==> src/rtl/dce_pkg.sv <==
package dce_pkg;

    // Controller states
    typedef enum logic [3:0] {
        S_IDLE,
        S_RD_CTRL,
        S_RD_BUF,
        S_RD_NEXT,
        S_POLL_WAIT,
        S_XFER_GO,
        S_XFER_WAIT,
        S_WR_STAT,
        S_WR_CTRL,
        S_FINISH,
        S_FAULT
    } dce_state_e;

    // Word index inside a descriptor; the offset is index * 4
    typedef enum logic [1:0] {
        W_CTRL = 2'd0,
        W_BUF  = 2'd1,
        W_NEXT = 2'd2,
        W_STAT = 2'd3
    } dce_word_e;

    // Control word bit positions
    localparam int CTL_OWN   = 31;
    localparam int CTL_CHAIN = 30;
    localparam int CTL_POLL  = 29;

    // Status word bit positions
    localparam int STS_DONE  = 31;
    localparam int STS_ERR   = 30;

endpackage

==> src/rtl/dce_addr_gen.sv <==
module dce_addr_gen
    import dce_pkg::*;
#(
    parameter int AW = 32
) (
    input  logic [AW-1:0] base_i,
    input  dce_word_e     word_i,
    input  logic [AW-1:0] cand_i,
    output logic [AW-1:0] addr_o,
    output logic          cand_ok_o
);

    localparam int HI_W = AW - 4;

    logic [AW-1:0] offset;

    assign offset    = {{HI_W{1'b0}}, word_i, 2'b00};
    assign addr_o    = base_i + offset;
    assign cand_ok_o = (cand_i[1:0] == 2'b00);

endmodule

==> src/rtl/dce_gap_timer.sv <==
module dce_gap_timer #(
    parameter int GAP_W = 8
) (
    input  logic             clk,
    input  logic             rst_n,
    input  logic             load_i,
    input  logic [GAP_W-1:0] gap_i,
    output logic             expire_o
);

    localparam logic [GAP_W-1:0] ONE = GAP_W'(1);

    logic [GAP_W-1:0] cnt_q;

    always_ff @(posedge clk or negedge rst_n) begin
        if (!rst_n) begin
            cnt_q <= '0;
        end else if (load_i) begin
            cnt_q <= (gap_i == '0) ? ONE : gap_i;
        end else if (cnt_q != '0) begin
            cnt_q <= cnt_q - ONE;
        end
    end

    assign expire_o = (cnt_q == ONE);

endmodule

==> src/rtl/dce_desc_regs.sv <==
module dce_desc_regs
    import dce_pkg::*;
#(
    parameter int AW = 32
) (
    input  logic          clk,
    input  logic          rst_n,
    input  logic          load_i,
    input  dce_word_e     word_i,
    input  logic [31:0]   data_i,
    output logic [31:0]   ctrl_o,
    output logic [31:0]   buf_o,
    output logic [AW-1:0] next_o
);

    always_ff @(posedge clk or negedge rst_n) begin
        if (!rst_n) begin
            ctrl_o <= '0;
            buf_o  <= '0;
            next_o <= '0;
        end else if (load_i) begin
            unique case (word_i)
                W_CTRL:  ctrl_o <= data_i;
                W_BUF:   buf_o  <= data_i;
                W_NEXT:  next_o <= data_i[AW-1:0];
                default: ;
            endcase
        end
    end

endmodule

==> src/rtl/desc_chain_engine.sv <==
module desc_chain_engine
    import dce_pkg::*;
#(
    parameter int AW    = 32,
    parameter int LEN_W = 16,
    parameter int GAP_W = 8
) (
    input  logic             clk,
    input  logic             rst_n,
    input  logic             start_i,
    input  logic [AW-1:0]    first_ptr_i,
    input  logic [GAP_W-1:0] poll_gap_i,
    output logic             busy_o,
    output logic             done_o,
    output logic             err_o,
    output logic             mem_req_o,
    output logic             mem_we_o,
    output logic [AW-1:0]    mem_addr_o,
    output logic [31:0]      mem_wdata_o,
    input  logic [31:0]      mem_rdata_i,
    input  logic             mem_ack_i,
    output logic             xfer_start_o,
    output logic [31:0]      xfer_addr_o,
    output logic [LEN_W-1:0] xfer_len_o,
    input  logic             xfer_done_i,
    input  logic             xfer_err_i,
    input  logic [LEN_W-1:0] xfer_count_i
);

    localparam int          PAD_W    = 30 - LEN_W;
    localparam logic [31:0] OWN_MASK = ~(32'd1 << CTL_OWN);

    dce_state_e state_q, state_d;

    logic [AW-1:0]    ptr_q;
    logic             stat_err_q;
    logic [LEN_W-1:0] stat_cnt_q;

    logic [31:0]   ctrl_q;
    logic [31:0]   buf_q;
    logic [AW-1:0] next_q;

    dce_word_e     word_sel;
    logic          ack_hit;
    logic          rd_load;
    logic          start_ok;
    logic          next_ok;
    logic          gap_load;
    logic          gap_expire;
    logic          rd_own;
    logic          rd_poll;
    logic [AW-1:0] word_addr;
    logic [31:0]   status_word;

    assign ack_hit  = mem_req_o && mem_ack_i;
    assign rd_load  = ack_hit && !mem_we_o;
    assign rd_own   = mem_rdata_i[CTL_OWN];
    assign rd_poll  = mem_rdata_i[CTL_POLL];
    assign start_ok = (first_ptr_i[1:0] == 2'b00);
    assign gap_load = (state_q == S_RD_CTRL) && ack_hit && !rd_own && rd_poll;

    // Word select follows the state
    always_comb begin
        unique case (state_q)
            S_RD_BUF:  word_sel = W_BUF;
            S_RD_NEXT: word_sel = W_NEXT;
            S_WR_STAT: word_sel = W_STAT;
            default:   word_sel = W_CTRL;
        endcase
    end

    dce_addr_gen #(
        .AW(AW)
    ) i_addr_gen (
        .base_i    (ptr_q),
        .word_i    (word_sel),
        .cand_i    (next_q),
        .addr_o    (word_addr),
        .cand_ok_o (next_ok)
    );

    dce_gap_timer #(
        .GAP_W(GAP_W)
    ) i_gap_timer (
        .clk      (clk),
        .rst_n    (rst_n),
        .load_i   (gap_load),
        .gap_i    (poll_gap_i),
        .expire_o (gap_expire)
    );

    dce_desc_regs #(
        .AW(AW)
    ) i_desc_regs (
        .clk    (clk),
        .rst_n  (rst_n),
        .load_i (rd_load),
        .word_i (word_sel),
        .data_i (mem_rdata_i),
        .ctrl_o (ctrl_q),
        .buf_o  (buf_q),
        .next_o (next_q)
    );

    // State register
    always_ff @(posedge clk or negedge rst_n) begin
        if (!rst_n) begin
            state_q <= S_IDLE;
        end else begin
            state_q <= state_d;
        end
    end

    // Next-state logic
    always_comb begin
        state_d = state_q;
        unique case (state_q)
            S_IDLE, S_FAULT: begin
                if (start_i) begin
                    state_d = start_ok ? S_RD_CTRL : S_FAULT;
                end
            end
            S_RD_CTRL: begin
                if (ack_hit) begin
                    if (rd_own) begin
                        state_d = S_RD_BUF;
                    end else if (rd_poll) begin
                        state_d = S_POLL_WAIT;
                    end else begin
                        state_d = S_FINISH;
                    end
                end
            end
            S_POLL_WAIT: begin
                if (gap_expire) begin
                    state_d = S_RD_CTRL;
                end
            end
            S_RD_BUF: begin
                if (ack_hit) begin
                    state_d = S_RD_NEXT;
                end
            end
            S_RD_NEXT: begin
                if (ack_hit) begin
                    state_d = S_XFER_GO;
                end
            end
            S_XFER_GO: begin
                state_d = S_XFER_WAIT;
            end
            S_XFER_WAIT: begin
                if (xfer_done_i) begin
                    state_d = S_WR_STAT;
                end
            end
            S_WR_STAT: begin
                if (ack_hit) begin
                    state_d = S_WR_CTRL;
                end
            end
            S_WR_CTRL: begin
                if (ack_hit) begin
                    if (!ctrl_q[CTL_CHAIN]) begin
                        state_d = S_FINISH;
                    end else if (next_ok) begin
                        state_d = S_RD_CTRL;
                    end else begin
                        state_d = S_FAULT;
                    end
                end
            end
            S_FINISH: begin
                state_d = S_IDLE;
            end
            default: begin
                state_d = S_IDLE;
            end
        endcase
    end

    // Pointer and completion capture
    always_ff @(posedge clk or negedge rst_n) begin
        if (!rst_n) begin
            ptr_q      <= '0;
            stat_err_q <= 1'b0;
            stat_cnt_q <= '0;
        end else begin
            if ((state_q == S_IDLE || state_q == S_FAULT) && start_i) begin
                ptr_q <= first_ptr_i;
            end else if (state_q == S_WR_CTRL && ack_hit && ctrl_q[CTL_CHAIN] && next_ok) begin
                ptr_q <= next_q;
            end
            if (state_q == S_XFER_WAIT && xfer_done_i) begin
                stat_err_q <= xfer_err_i;
                stat_cnt_q <= xfer_count_i;
            end
        end
    end

    always_comb begin
        status_word = {1'b1, stat_err_q, {PAD_W{1'b0}}, stat_cnt_q};
    end

    // Outputs
    always_comb begin
        mem_req_o    = 1'b0;
        mem_we_o     = 1'b0;
        mem_addr_o   = word_addr;
        mem_wdata_o  = '0;
        xfer_start_o = 1'b0;
        busy_o       = 1'b1;
        done_o       = 1'b0;
        err_o        = 1'b0;
        unique case (state_q)
            S_IDLE: begin
                busy_o = 1'b0;
            end
            S_FAULT: begin
                busy_o = 1'b0;
                err_o  = 1'b1;
            end
            S_FINISH: begin
                busy_o = 1'b0;
                done_o = 1'b1;
            end
            S_RD_CTRL, S_RD_BUF, S_RD_NEXT: begin
                mem_req_o = 1'b1;
            end
            S_WR_STAT: begin
                mem_req_o   = 1'b1;
                mem_we_o    = 1'b1;
                mem_wdata_o = status_word;
            end
            S_WR_CTRL: begin
                mem_req_o   = 1'b1;
                mem_we_o    = 1'b1;
                mem_wdata_o = ctrl_q & OWN_MASK;
            end
            S_XFER_GO: begin
                xfer_start_o = 1'b1;
            end
            default: ;
        endcase
    end

    assign xfer_addr_o = buf_q;
    assign xfer_len_o  = ctrl_q[LEN_W-1:0];

endmodule

==> config.mk <==
export PLATFORM = sky130hd
export DESIGN_NAME = desc_chain_engine
export DESIGN_NICKNAME = d
export VERILOG_FILES = /design/src/rtl/dce_pkg.sv /design/src/rtl/dce_addr_gen.sv /design/src/rtl/dce_gap_timer.sv /design/src/rtl/dce_desc_regs.sv /design/src/rtl/desc_chain_engine.sv
export SDC_FILE = /design/constraint.sdc
export NUM_CORES = 1
export LEC_CHECK = 0
export CELL_PAD_IN_SITES_DETAIL_PLACEMENT = 0
export CELL_PAD_IN_SITES_GLOBAL_PLACEMENT = 1
export CORE_MARGIN = 5
export CORE_UTILIZATION = 41
export DETAILED_ROUTE_END_ITERATION = 6
export GPL_TIMING_DRIVEN = 1
export PLACE_DENSITY_LB_ADDON = 0.1
export SYNTH_ARGS = -nofsm -noshare
export SYNTH_HDL_FRONTEND = slang
export SYNTH_HIERARCHICAL = 1
export SYNTH_SLANG_ARGS = --single-unit
==> constraint.sdc <==
create_clock -name clk -period 9.1 [get_ports clk]
set_input_delay 2.275 -clock clk [delete_from_list [all_inputs] [get_ports clk]]
set_output_delay 2.275 -clock clk [all_outputs]
set_load 0.02 [all_outputs]
==> results of run 1 <==
==> cell type report <==
cell class                 instances  area [um2]  share of cell area (%)
inverter                          21       78.83                  0.7507
multi-input combinational        425        3488                   33.22
tap                              234       292.8                   2.788
timing repair buffer             215        2143                   20.41
clock inverter                    15       167.7                   1.597
sequential                       156        3904                   37.18
clock buffer                      17       425.4                   4.051
==> path summary, 6_finish.rpt <==
check / end / slack [ns] / cells after the start
max reg2reg: i_desc_regs/ctrl_o[2]$_DFFE_PN0P_ / 5.32 / 5
max: mem_addr_o[18] / 2.32 / 8
min in group asynchronous: ptr_q[26]$_DFFE_PN0P_ / 1.87 / 1
min: stat_cnt_q[2]$_DFFE_PN0P_ / 0.50 / 1
min reg2reg: stat_cnt_q[2]$_DFFE_PN0P_ / 0.50 / 1
max in group asynchronous: i_desc_regs/next_o[18]$_DFFE_PN0P_ / 5.66 / 2
==> cells in the final DEF, fill, tap and decap left out, types with 3 or more instances in the layout <==
| cell | count |
|---|---|
| a21oi_1 | 33 |
| a221oi_1 | 3 |
| a22o_1 | 17 |
| and2_1 | 16 |
| and3_1 | 5 |
| buf_4 | 4 |
| clkbuf_16 | 17 |
| clkdlybuf4s50_1 | 210 |
| dfrtp_1 | 156 |
| ha_1 | 5 |
| inv_1 | 21 |
| inv_6 | 5 |
| inv_8 | 7 |
| mux2_1 | 18 |
| mux2_2 | 95 |
| mux2i_1 | 31 |
| nand2_1 | 17 |
| nand3_1 | 11 |
| nand4_1 | 4 |
| nor2_1 | 50 |
| nor3_1 | 16 |
| nor3b_1 | 4 |
| nor4_1 | 8 |
| o21ai_0 | 4 |
| o31ai_1 | 3 |
| xnor2_1 | 15 |
| xor2_1 | 17 |
==> per-layer routing <==
| layer | vias up | GRT usage (%) | wire, um |
|---|---|---|---|
| li1 | 2697 | - | - |
| met1 | 2842 | 25.57 | 9383 |
| met2 | 162 | 31.31 | 9955 |
| met3 | 6 | 6.591 | 1450 |
| met4 | 0 | 3.588 | 105 |
| met5 | - | 0 | 0 |
==> critical path: stages, from the launching register on <==
cell and delay (ns):
dfrtp_1 0.58, nand2b_1 0.29, nor3_1 0.60, ha_1 0.32
fa_1 0.27, nand4_1 0.64, nor4_1 0.58, xor2_1 0.18
clkdlybuf4s50_1 0.62
==> where the power goes <==
group	internal, mW	total, mW	switching [mW]
clock network	0.394	0.715	0.321
registers	1.05	1.34	0.290
logic	0.908	1.76	0.849
==> sequential cells by signal (all words and copies together), names as in the netlist <==
name	cells
i_desc_regs/buf_o	32
i_desc_regs/next_o	32
ptr_q	32
i_desc_regs/ctrl_o	31
stat_cnt_q	16
i_gap_timer/cnt_q	8
state_q	4
stat_err_q	1
==> through the flow <==
step | total power, mW | setup slack (ns)
floorplan | 2.398 | 4.126
global placement | 3.078 | 2.916
detailed placement | 3.125 | 2.772
CTS | 3.852 | 2.319
global route | 4.040 | 2.006
finish | 3.809 | 2.324
==> impl_metrics.py, run 1 <==
metrics = {
    "clock_tree": {
        "clock-sinks": 156,
        "htree_num_levels": 4,
        "cts_made_buffers": 17,
        "cts_tree": "yes",
        "cts_buffer_depth": 2,
        "cts_setup_buffers": 0,
        "clkTransAtPathRegs_ns": 0.06,
        "clk-insertion-delay-late_ns": 0.42,
        "cts_resized": 0,
        "cts-root-buf": "clkbuf_16",
        "cts-hold-fix-buffers": 0,
    },
    "worst_hold_path": {
        "hp-class": "flop to flop",
        "hold_start": "stat_cnt_q[2]$_DFFE_PN0P_",
    },
    "critical_path": {
        "critPathCaptureType": "primary output",
        "path_class": "flop to primary output",
        "cp-start-kind": "flop",
        "crit_arrival_ns": 4.50,
        "crit_start": "state_q[3]$_DFFE_PN0P_",
        "critical_path_peak_fanout": 18,
        "critPathRequiredTime_ns": 6.83,
        "r2r_start": "state_q[3]$_DFFE_PN0P_",
    },
    "sta": {
        "rsz0062_at_grt": "no",
        "fin_setup_tns_ns": 0,
        "finalCritPeriodShare_pct": 74.46,
        "tightest_slew_ns": 1.048,
        "fin_crit_ns": 6.776,
        "hold_ws_ns": 0.4971,
        "finClkSkew_ns": 0.009265,
        "fmax_ghz": 0.1476,
        "maxSlewHeadroom_pct": 30.17,
        "timing.final.hold_violations": 0,
        "drv_slew": 0,
        "finalSetupViolCount": 0,
    },
    "power": {
        "power_density_nw_per_um2": 362.8,
        "leakage_nw": 4.574,
        "ir_drop_v": 0.0001745,
    },
    "final_layout": {
        "final_cell_area_um2": 10500,
        "drive_gt1_share_pct": 18.02,
        "stdcell_count": 1083,
        "final_core_util_pct": 56.32,
        "nets": 936,
        "area_growth_pct": 35.55,
        "diodes": 0,
        "nFillCells": 1583,
    },
    "floorplanning": {
        "core_um2": 18640,
        "ios": 212,
        "start_util_pct": 41.55,
        "row_count": 50,
        "fp.dieH_um": 147.5,
        "die_area_um2": 21740,
        "die_w_um": 147.5,
    },
    "flow_run": {
        "cap_violations": 0,
    },
    "route": {
        "wl_um": 20890,
        "routedWlPerCell_um": 19.29,
        "routed_via_density": 5.270,
        "drt-initial-drc-count": 329,
        "num_vias": 5707,
        "drc": 0,
        "drt_first_pass_iters": 4,
        "ant_nets": 0,
    },
    "placement": {
        "post_dp_cell_area_um2": 9907,
        "port-buffer-count": 211,
        "place.gp.congestion": 0.8549,
        "dp_cells": 1051,
        "post-dp-hpwl_um": 15240,
    },
    "status": {
        "status": "complete, no violations",
    },
    "global_routing": {
        "grt_max_degree": 84,
        "grt_pass1_vias": 5984,
        "antenna_found_initial": 0,
        "grt_pass1_wl_um": 33310,
        "grt.overflow.total": 0,
        "track_usage_pct": 19.31,
    },
    "synthesis": {
        "synth_warnings": 6,
        "syn_avg_cell_area_um2": 12.12,
        "netlist_area_um2": 7746,
        "synth_cells": 639,
        "synthesis.nets": 739,
    },
}
Power figures use the tool's default switching activity.
==> inputs of run 2 (changes only) <==
--- a/config.mk
+++ b/config.mk
@@ -8,7 +8,7 @@
 export CELL_PAD_IN_SITES_DETAIL_PLACEMENT = 0
 export CELL_PAD_IN_SITES_GLOBAL_PLACEMENT = 1
 export CORE_MARGIN = 5
-export CORE_UTILIZATION = 41
+export CORE_UTILIZATION = 38
 export DETAILED_ROUTE_END_ITERATION = 6
 export GPL_TIMING_DRIVEN = 1
 export PLACE_DENSITY_LB_ADDON = 0.1
==> constraint.sdc (replaced) <==
create_clock -name clk -period 6.6 [get_ports clk]
set_input_delay 1.65 -clock clk [delete_from_list [all_inputs] [get_ports clk]]
set_output_delay 1.65 -clock clk [all_outputs]
set_load 0.02 [all_outputs]
==> run 2 against run 1 <==
Cell count up 3.3%; sequential power up 38%; power up 39%; die area up 7.4%; non-clock buffer count unchanged; critical path depth unchanged; clock power up 43%; sequential cell count unchanged; critical path type unchanged; critical endpoint is now mem_addr_o[21]; largest cell class unchanged.
==> impl_metrics.py, run 2 (synthesis results as in run 1) <==
metrics = {
    "status": {
        "status": "complete, no violations",
    },
    "route": {
        "route.met2.wl_um": 9725,
        "ant_nets": 0,
        "routedLengthMet1_um": 9281,
        "drt-initial-drc-count": 204,
        "routedWlPerCell_um": 18.72,
        "highest_layer": "met4",
        "num_vias": 5648,
        "wl_met3_um": 1647,
        "routed_via_density": 5.047,
        "drc": 0,
        "wl_um": 20940,
        "drt_first_pass_iters": 4,
    },
    "power": {
        "p_total_mw": 5.287,
        "ir_drop_v": 0.0002144,
        "power_density_nw_per_um2": 500.3,
        "leakage_nw": 4.583,
    },
    "floorplanning": {
        "die_area_um2": 23340,
        "die_w_um": 152.8,
        "core_um2": 20170,
        "fp.dieH_um": 152.8,
        "start_util_pct": 38.41,
        "ios": 212,
        "row_count": 52,
    },
    "final_layout": {
        "diodes": 0,
        "register_area_um2": 3904,
        "nFillCells": 1755,
        "nets": 936,
        "final_cell_area_um2": 10570,
        "multi_input_area_um2": 3488,
        "area_growth_pct": 36.42,
        "drive_gt1_share_pct": 17.90,
        "final_common_cell": "clkdlybuf4s50_1",
        "mostFrequentLayoutCells": "clkdlybuf4s50_1 (210), dfrtp_1 (156), mux2_2 (95)",
        "top_regs": "i_desc_regs/buf_o x32, i_desc_regs/next_o x32, ptr_q x32",
        "final_core_util_pct": 52.39,
        "stdcell_count": 1119,
    },
    "critical_path": {
        "crit_chain": "nand2b_1, nor3_1, ha_1, a21o_1, nand4_1, nor4_1, xnor2_1, clkdlybuf4s50_1",
        "critical-path-top-delay-family": "simple AND/OR/NAND/NOR gates",
        "critical_path.max_stage_delay_ns": 0.67,
        "critPathCaptureType": "primary output",
        "crit_slowest_cell": "nand4_1",
        "crit_arrival_ns": 4.41,
        "reg2reg_to": "i_desc_regs/buf_o[24]$_DFFE_PN0P_",
        "path_buf_inv": 1,
        "critPathRequiredTime_ns": 4.95,
        "cp-start-kind": "flop",
        "r2r_cells": 4,
        "reg2reg_slack_ns": 2.86,
        "cp_num_cells": 8,
        "critical_path_peak_fanout": 18,
        "r2r_start": "state_q[3]$_DFFE_PN0P_",
        "path_class": "flop to primary output",
    },
    "sta": {
        "tightest_slew_ns": 1.102,
        "hold_ws_ns": 0.4927,
        "fin_crit_ns": 6.064,
        "fin_setup_tns_ns": 0,
        "fmax_ghz": 0.1649,
        "fin_ws_ns": 0.5359,
        "drv_slew": 0,
        "maxSlewHeadroom_pct": 26.11,
        "finalCritPeriodShare_pct": 91.88,
        "finalSetupViolCount": 0,
        "rsz0062_at_grt": "no",
        "timing.final.hold_violations": 0,
        "finClkSkew_ns": 0.007805,
    },
    "worst_hold_path": {
        "hp-class": "flop to flop",
        "holdPathEnd": "stat_err_q$_DFFE_PN0P_",
        "hold_start": "stat_err_q$_DFFE_PN0P_",
        "worstHoldPathCells": 1,
    },
    "global_routing": {
        "grt_max_degree": 91,
        "grt_pass1_wl_um": 34090,
        "track_usage_pct": 18.23,
        "antenna_found_initial": 0,
        "grt.overflow.total": 0,
        "grt_pass1_vias": 6073,
    },
    "clock_tree": {
        "cts-hold-fix-buffers": 0,
        "clkTransAtPathRegs_ns": 0.06,
        "clock-sinks": 156,
        "cts_tree": "yes",
        "clk-insertion-delay-late_ns": 0.42,
        "cts_setup_buffers": 0,
        "cts_resized": 0,
        "cts-root-buf": "clkbuf_16",
        "cts_buffer_depth": 2,
        "htree_num_levels": 4,
        "cts_made_buffers": 17,
    },
    "placement": {
        "post_dp_cell_area_um2": 9952,
        "port-buffer-count": 211,
        "post-dp-hpwl_um": 15120,
        "dp_cells": 1087,
        "place.gp.congestion": 0.8871,
        "preCtsSetupSlack_ns": 0.9958,
    },
    "flow_run": {
        "cap_violations": 0,
    },
}
## run 2: cell types whose count changed in the layout (fill, tap and decap cells not counted)
cell / change
clkbuf_8: +2
inv_8: -7
clkinv_2: +2
clkbuf_1: +1
inv_6: -1
bufinv_16: +2
clkinv_4: +1
## run 2: worst max path at each step
stage / start / to / slack [ns]
after detailed placement: state_q[3]$_DFFE_PN0P_ / mem_addr_o[21] / 1.0
after CTS: state_q[3]$_DFFE_PN0P_ / mem_addr_o[21] / 0.52
after floorplan: state_q[2]$_DFFE_PN0P_ / mem_addr_o[20] / 2.25
after global placement: state_q[3]$_DFFE_PN0P_ / mem_addr_o[18] / 1.15
final: state_q[3]$_DFFE_PN0P_ / mem_addr_o[21] / 0.54
after global routing: state_q[1]$_DFFE_PN0P_ / mem_addr_o[21] / 0.31
## run 2: final cells by class
| cell class | instances | share of cell area (%) |
|---|---|---|
| clock inverters | 12 | 1.504 |
| well taps | 270 | 3.197 |
| multi-input cells | 425 | 33.01 |
| flip-flops and latches | 156 | 36.94 |
| clock buffers | 20 | 4.322 |
| repair buffers | 215 | 20.28 |
| inverters | 21 | 0.7459 |
## run 2: routing by layer
metal  GRT usage, %  vias to the layer above
met2          28.70                      167
li1               -                     2685
met3          5.765                       18
met4          4.794                        0
met1          24.51                     2778
met5              0                        -
## run 2: power breakdown
part / internal [mW] / switching (mW)
Sequential: 1.44 / 0.405
Clock: 0.620 / 0.402
Combinational: 1.25 / 1.16
==> inputs of run 3 (changes only) <==
--- a/config.mk
+++ b/config.mk
@@ -9,6 +9,7 @@
 export CELL_PAD_IN_SITES_GLOBAL_PLACEMENT = 1
 export CORE_MARGIN = 5
 export CORE_UTILIZATION = 38
+export CTS_BUF_LIST = sky130_fd_sc_hd__clkbuf_4 sky130_fd_sc_hd__clkbuf_8 sky130_fd_sc_hd__clkbuf_16
 export DETAILED_ROUTE_END_ITERATION = 6
 export GPL_TIMING_DRIVEN = 1
 export PLACE_DENSITY_LB_ADDON = 0.1
==> run 3 against run 2 <==
Sequential share of layout area barely moved; global-route usage barely moved; non-clock buffer count did not move; core utilization barely moved; count of clock-buffer cells in the layout did not move; via count barely moved; register-to-register slack barely moved; die area did not move; clock skew fell by 0.0016 ns; largest cell class unchanged.
==> impl_metrics.py, run 3 (synthesis results as in run 1) <==
metrics = {
    "status": {
        "status": "complete, no violations",
    },
    "sta": {
        "timing.final.hold_violations": 0,
        "maxSlewHeadroom_pct": 25.20,
        "rsz0062_at_grt": "no",
        "drv_slew": 0,
        "tightest_slew_ns": 1.116,
        "finClkSkew_ns": 0.006236,
        "fin_ws_ns": 0.5410,
        "finalCritPeriodShare_pct": 91.80,
        "fin_crit_ns": 6.059,
        "fmax_ghz": 0.1650,
        "fin_setup_tns_ns": 0,
        "hold_ws_ns": 0.4927,
        "finalSetupViolCount": 0,
    },
    "final_layout": {
        "area_growth_pct": 36.47,
        "final_common_cell": "clkdlybuf4s50_1",
        "diodes": 0,
        "stdcell_count": 1119,
        "drive_gt1_share_pct": 18.02,
        "mostFrequentLayoutCells": "clkdlybuf4s50_1 (210), dfrtp_1 (156), mux2_2 (95)",
        "top_regs": "i_desc_regs/buf_o x32, i_desc_regs/next_o x32, ptr_q x32",
        "final_cell_area_um2": 10570,
        "nFillCells": 1755,
        "final_core_util_pct": 52.41,
        "nets": 936,
    },
    "floorplanning": {
        "row_count": 52,
        "ios": 212,
        "core_um2": 20170,
        "fp.dieH_um": 152.8,
        "start_util_pct": 38.41,
        "die_w_um": 152.8,
        "die_area_um2": 23340,
    },
    "critical_path": {
        "crit_arrival_ns": 4.41,
        "crit_chain": "nand2b_1, nor3_1, ha_1, a21o_1, nand4_1, nor4_1, xnor2_1, clkdlybuf4s50_1",
        "r2r_cells": 4,
        "path_buf_inv": 1,
        "reg2reg_slack_ns": 2.85,
        "reg2reg_to": "i_desc_regs/buf_o[10]$_DFFE_PN0P_",
        "critPathCaptureType": "primary output",
        "critPathRequiredTime_ns": 4.95,
        "r2r_start": "state_q[3]$_DFFE_PN0P_",
        "critical_path_peak_fanout": 18,
        "critical_path.max_stage_delay_ns": 0.66,
        "critical-path-top-delay-family": "simple AND/OR/NAND/NOR gates",
        "path_class": "flop to primary output",
        "cp-start-kind": "flop",
        "crit_slowest_cell": "nand4_1",
    },
    "route": {
        "drc": 0,
        "routed_via_density": 5.050,
        "drt-initial-drc-count": 206,
        "num_vias": 5651,
        "ant_nets": 0,
        "routedWlPerCell_um": 18.74,
        "wl_um": 20970,
        "drt_first_pass_iters": 4,
    },
    "worst_hold_path": {
        "holdPathEnd": "stat_err_q$_DFFE_PN0P_",
        "worstHoldPathCells": 1,
        "hold_start": "stat_err_q$_DFFE_PN0P_",
        "hp-class": "flop to flop",
    },
    "global_routing": {
        "grt_pass1_wl_um": 34100,
        "track_usage_pct": 18.24,
        "grt.overflow.total": 0,
        "antenna_found_initial": 0,
        "grt_pass1_vias": 6083,
        "grt_max_degree": 91,
    },
    "clock_tree": {
        "cts_made_buffers": 17,
        "clock-sinks": 156,
        "cts-root-buf": "clkbuf_16",
        "cts_resized": 0,
        "cts_tree": "yes",
        "cts_setup_buffers": 0,
        "cts_buffer_depth": 2,
        "htree_num_levels": 4,
        "clkTransAtPathRegs_ns": 0.06,
        "cts-hold-fix-buffers": 0,
        "clk-insertion-delay-late_ns": 0.42,
    },
    "placement": {
        "place.gp.congestion": 0.8871,
        "port-buffer-count": 211,
        "dp_cells": 1087,
        "post-dp-hpwl_um": 15120,
        "preCtsSetupSlack_ns": 0.9958,
        "post_dp_cell_area_um2": 9952,
    },
    "power": {
        "swShare_pct": 37.26,
        "leakage_nw": 4.587,
        "power_density_nw_per_um2": 500.8,
        "p_int_mw": 3.321,
        "p_sw_mw": 1.973,
        "power_frac_seq_pct": 34.9,
        "p_comb_share_pct": 45.7,
        "ir_drop_v": 0.0002168,
        "p_total_mw": 5.294,
        "clockPowerShare_pct": 19.4,
    },
    "flow_run": {
        "cap_violations": 0,
    },
}
[run 3: worst max-delay path by stage]
stage / start / endpoint / cells past startpoint
6_report: state_q[3]$_DFFE_PN0P_ / mem_addr_o[21] / 8
5_1_grt: state_q[1]$_DFFE_PN0P_ / mem_addr_o[21] / 8
2_1_floorplan: state_q[2]$_DFFE_PN0P_ / mem_addr_o[20] / 10
4_1_cts: state_q[3]$_DFFE_PN0P_ / mem_addr_o[21] / 8
3_5_place_dp: state_q[3]$_DFFE_PN0P_ / mem_addr_o[21] / 8
3_3_place_gp: state_q[3]$_DFFE_PN0P_ / mem_addr_o[18] / 8
[run 3: cell type report]
| cell class | instances | area [um2] | area share, % |
|---|---|---|---|
| inverter | 21 | 78.83 | 0.7456 |
| timing repair buffer | 215 | 2143 | 20.27 |
| tap | 270 | 337.8 | 3.196 |
| clock inverter | 12 | 158.9 | 1.503 |
| sequential | 156 | 3904 | 36.93 |
| multi-input combinational | 425 | 3488 | 33.00 |
| clock buffer | 20 | 460.4 | 4.356 |
[run 3: power by group through the flow]
stage                     Combinational, mW  Sequential (mW)  Clock, mW
after floorplan                        1.40             1.90          0
after global placement                 2.41             1.84          0
after detailed placement               2.45             1.86          0
after CTS                              2.46             1.85       1.05
after global routing                   2.62             1.92       1.09
final                                  2.42             1.85       1.03
[run 3: layer usage]
| metal | wire [um] | track usage, % |
|---|---|---|
| met5 | 0 | 0 |
| met4 | 359 | 4.922 |
| met3 | 1545 | 5.765 |
| met2 | 9650 | 28.70 |
| met1 | 9409 | 24.51 |
[run 3: worst register-to-register path, stage by stage, from the launching register on]
cell	delay, ns
dfrtp_1	0.70
and4b_1	0.62
nor4_1	0.75
nand3b_2	0.95
mux2_2	0.62
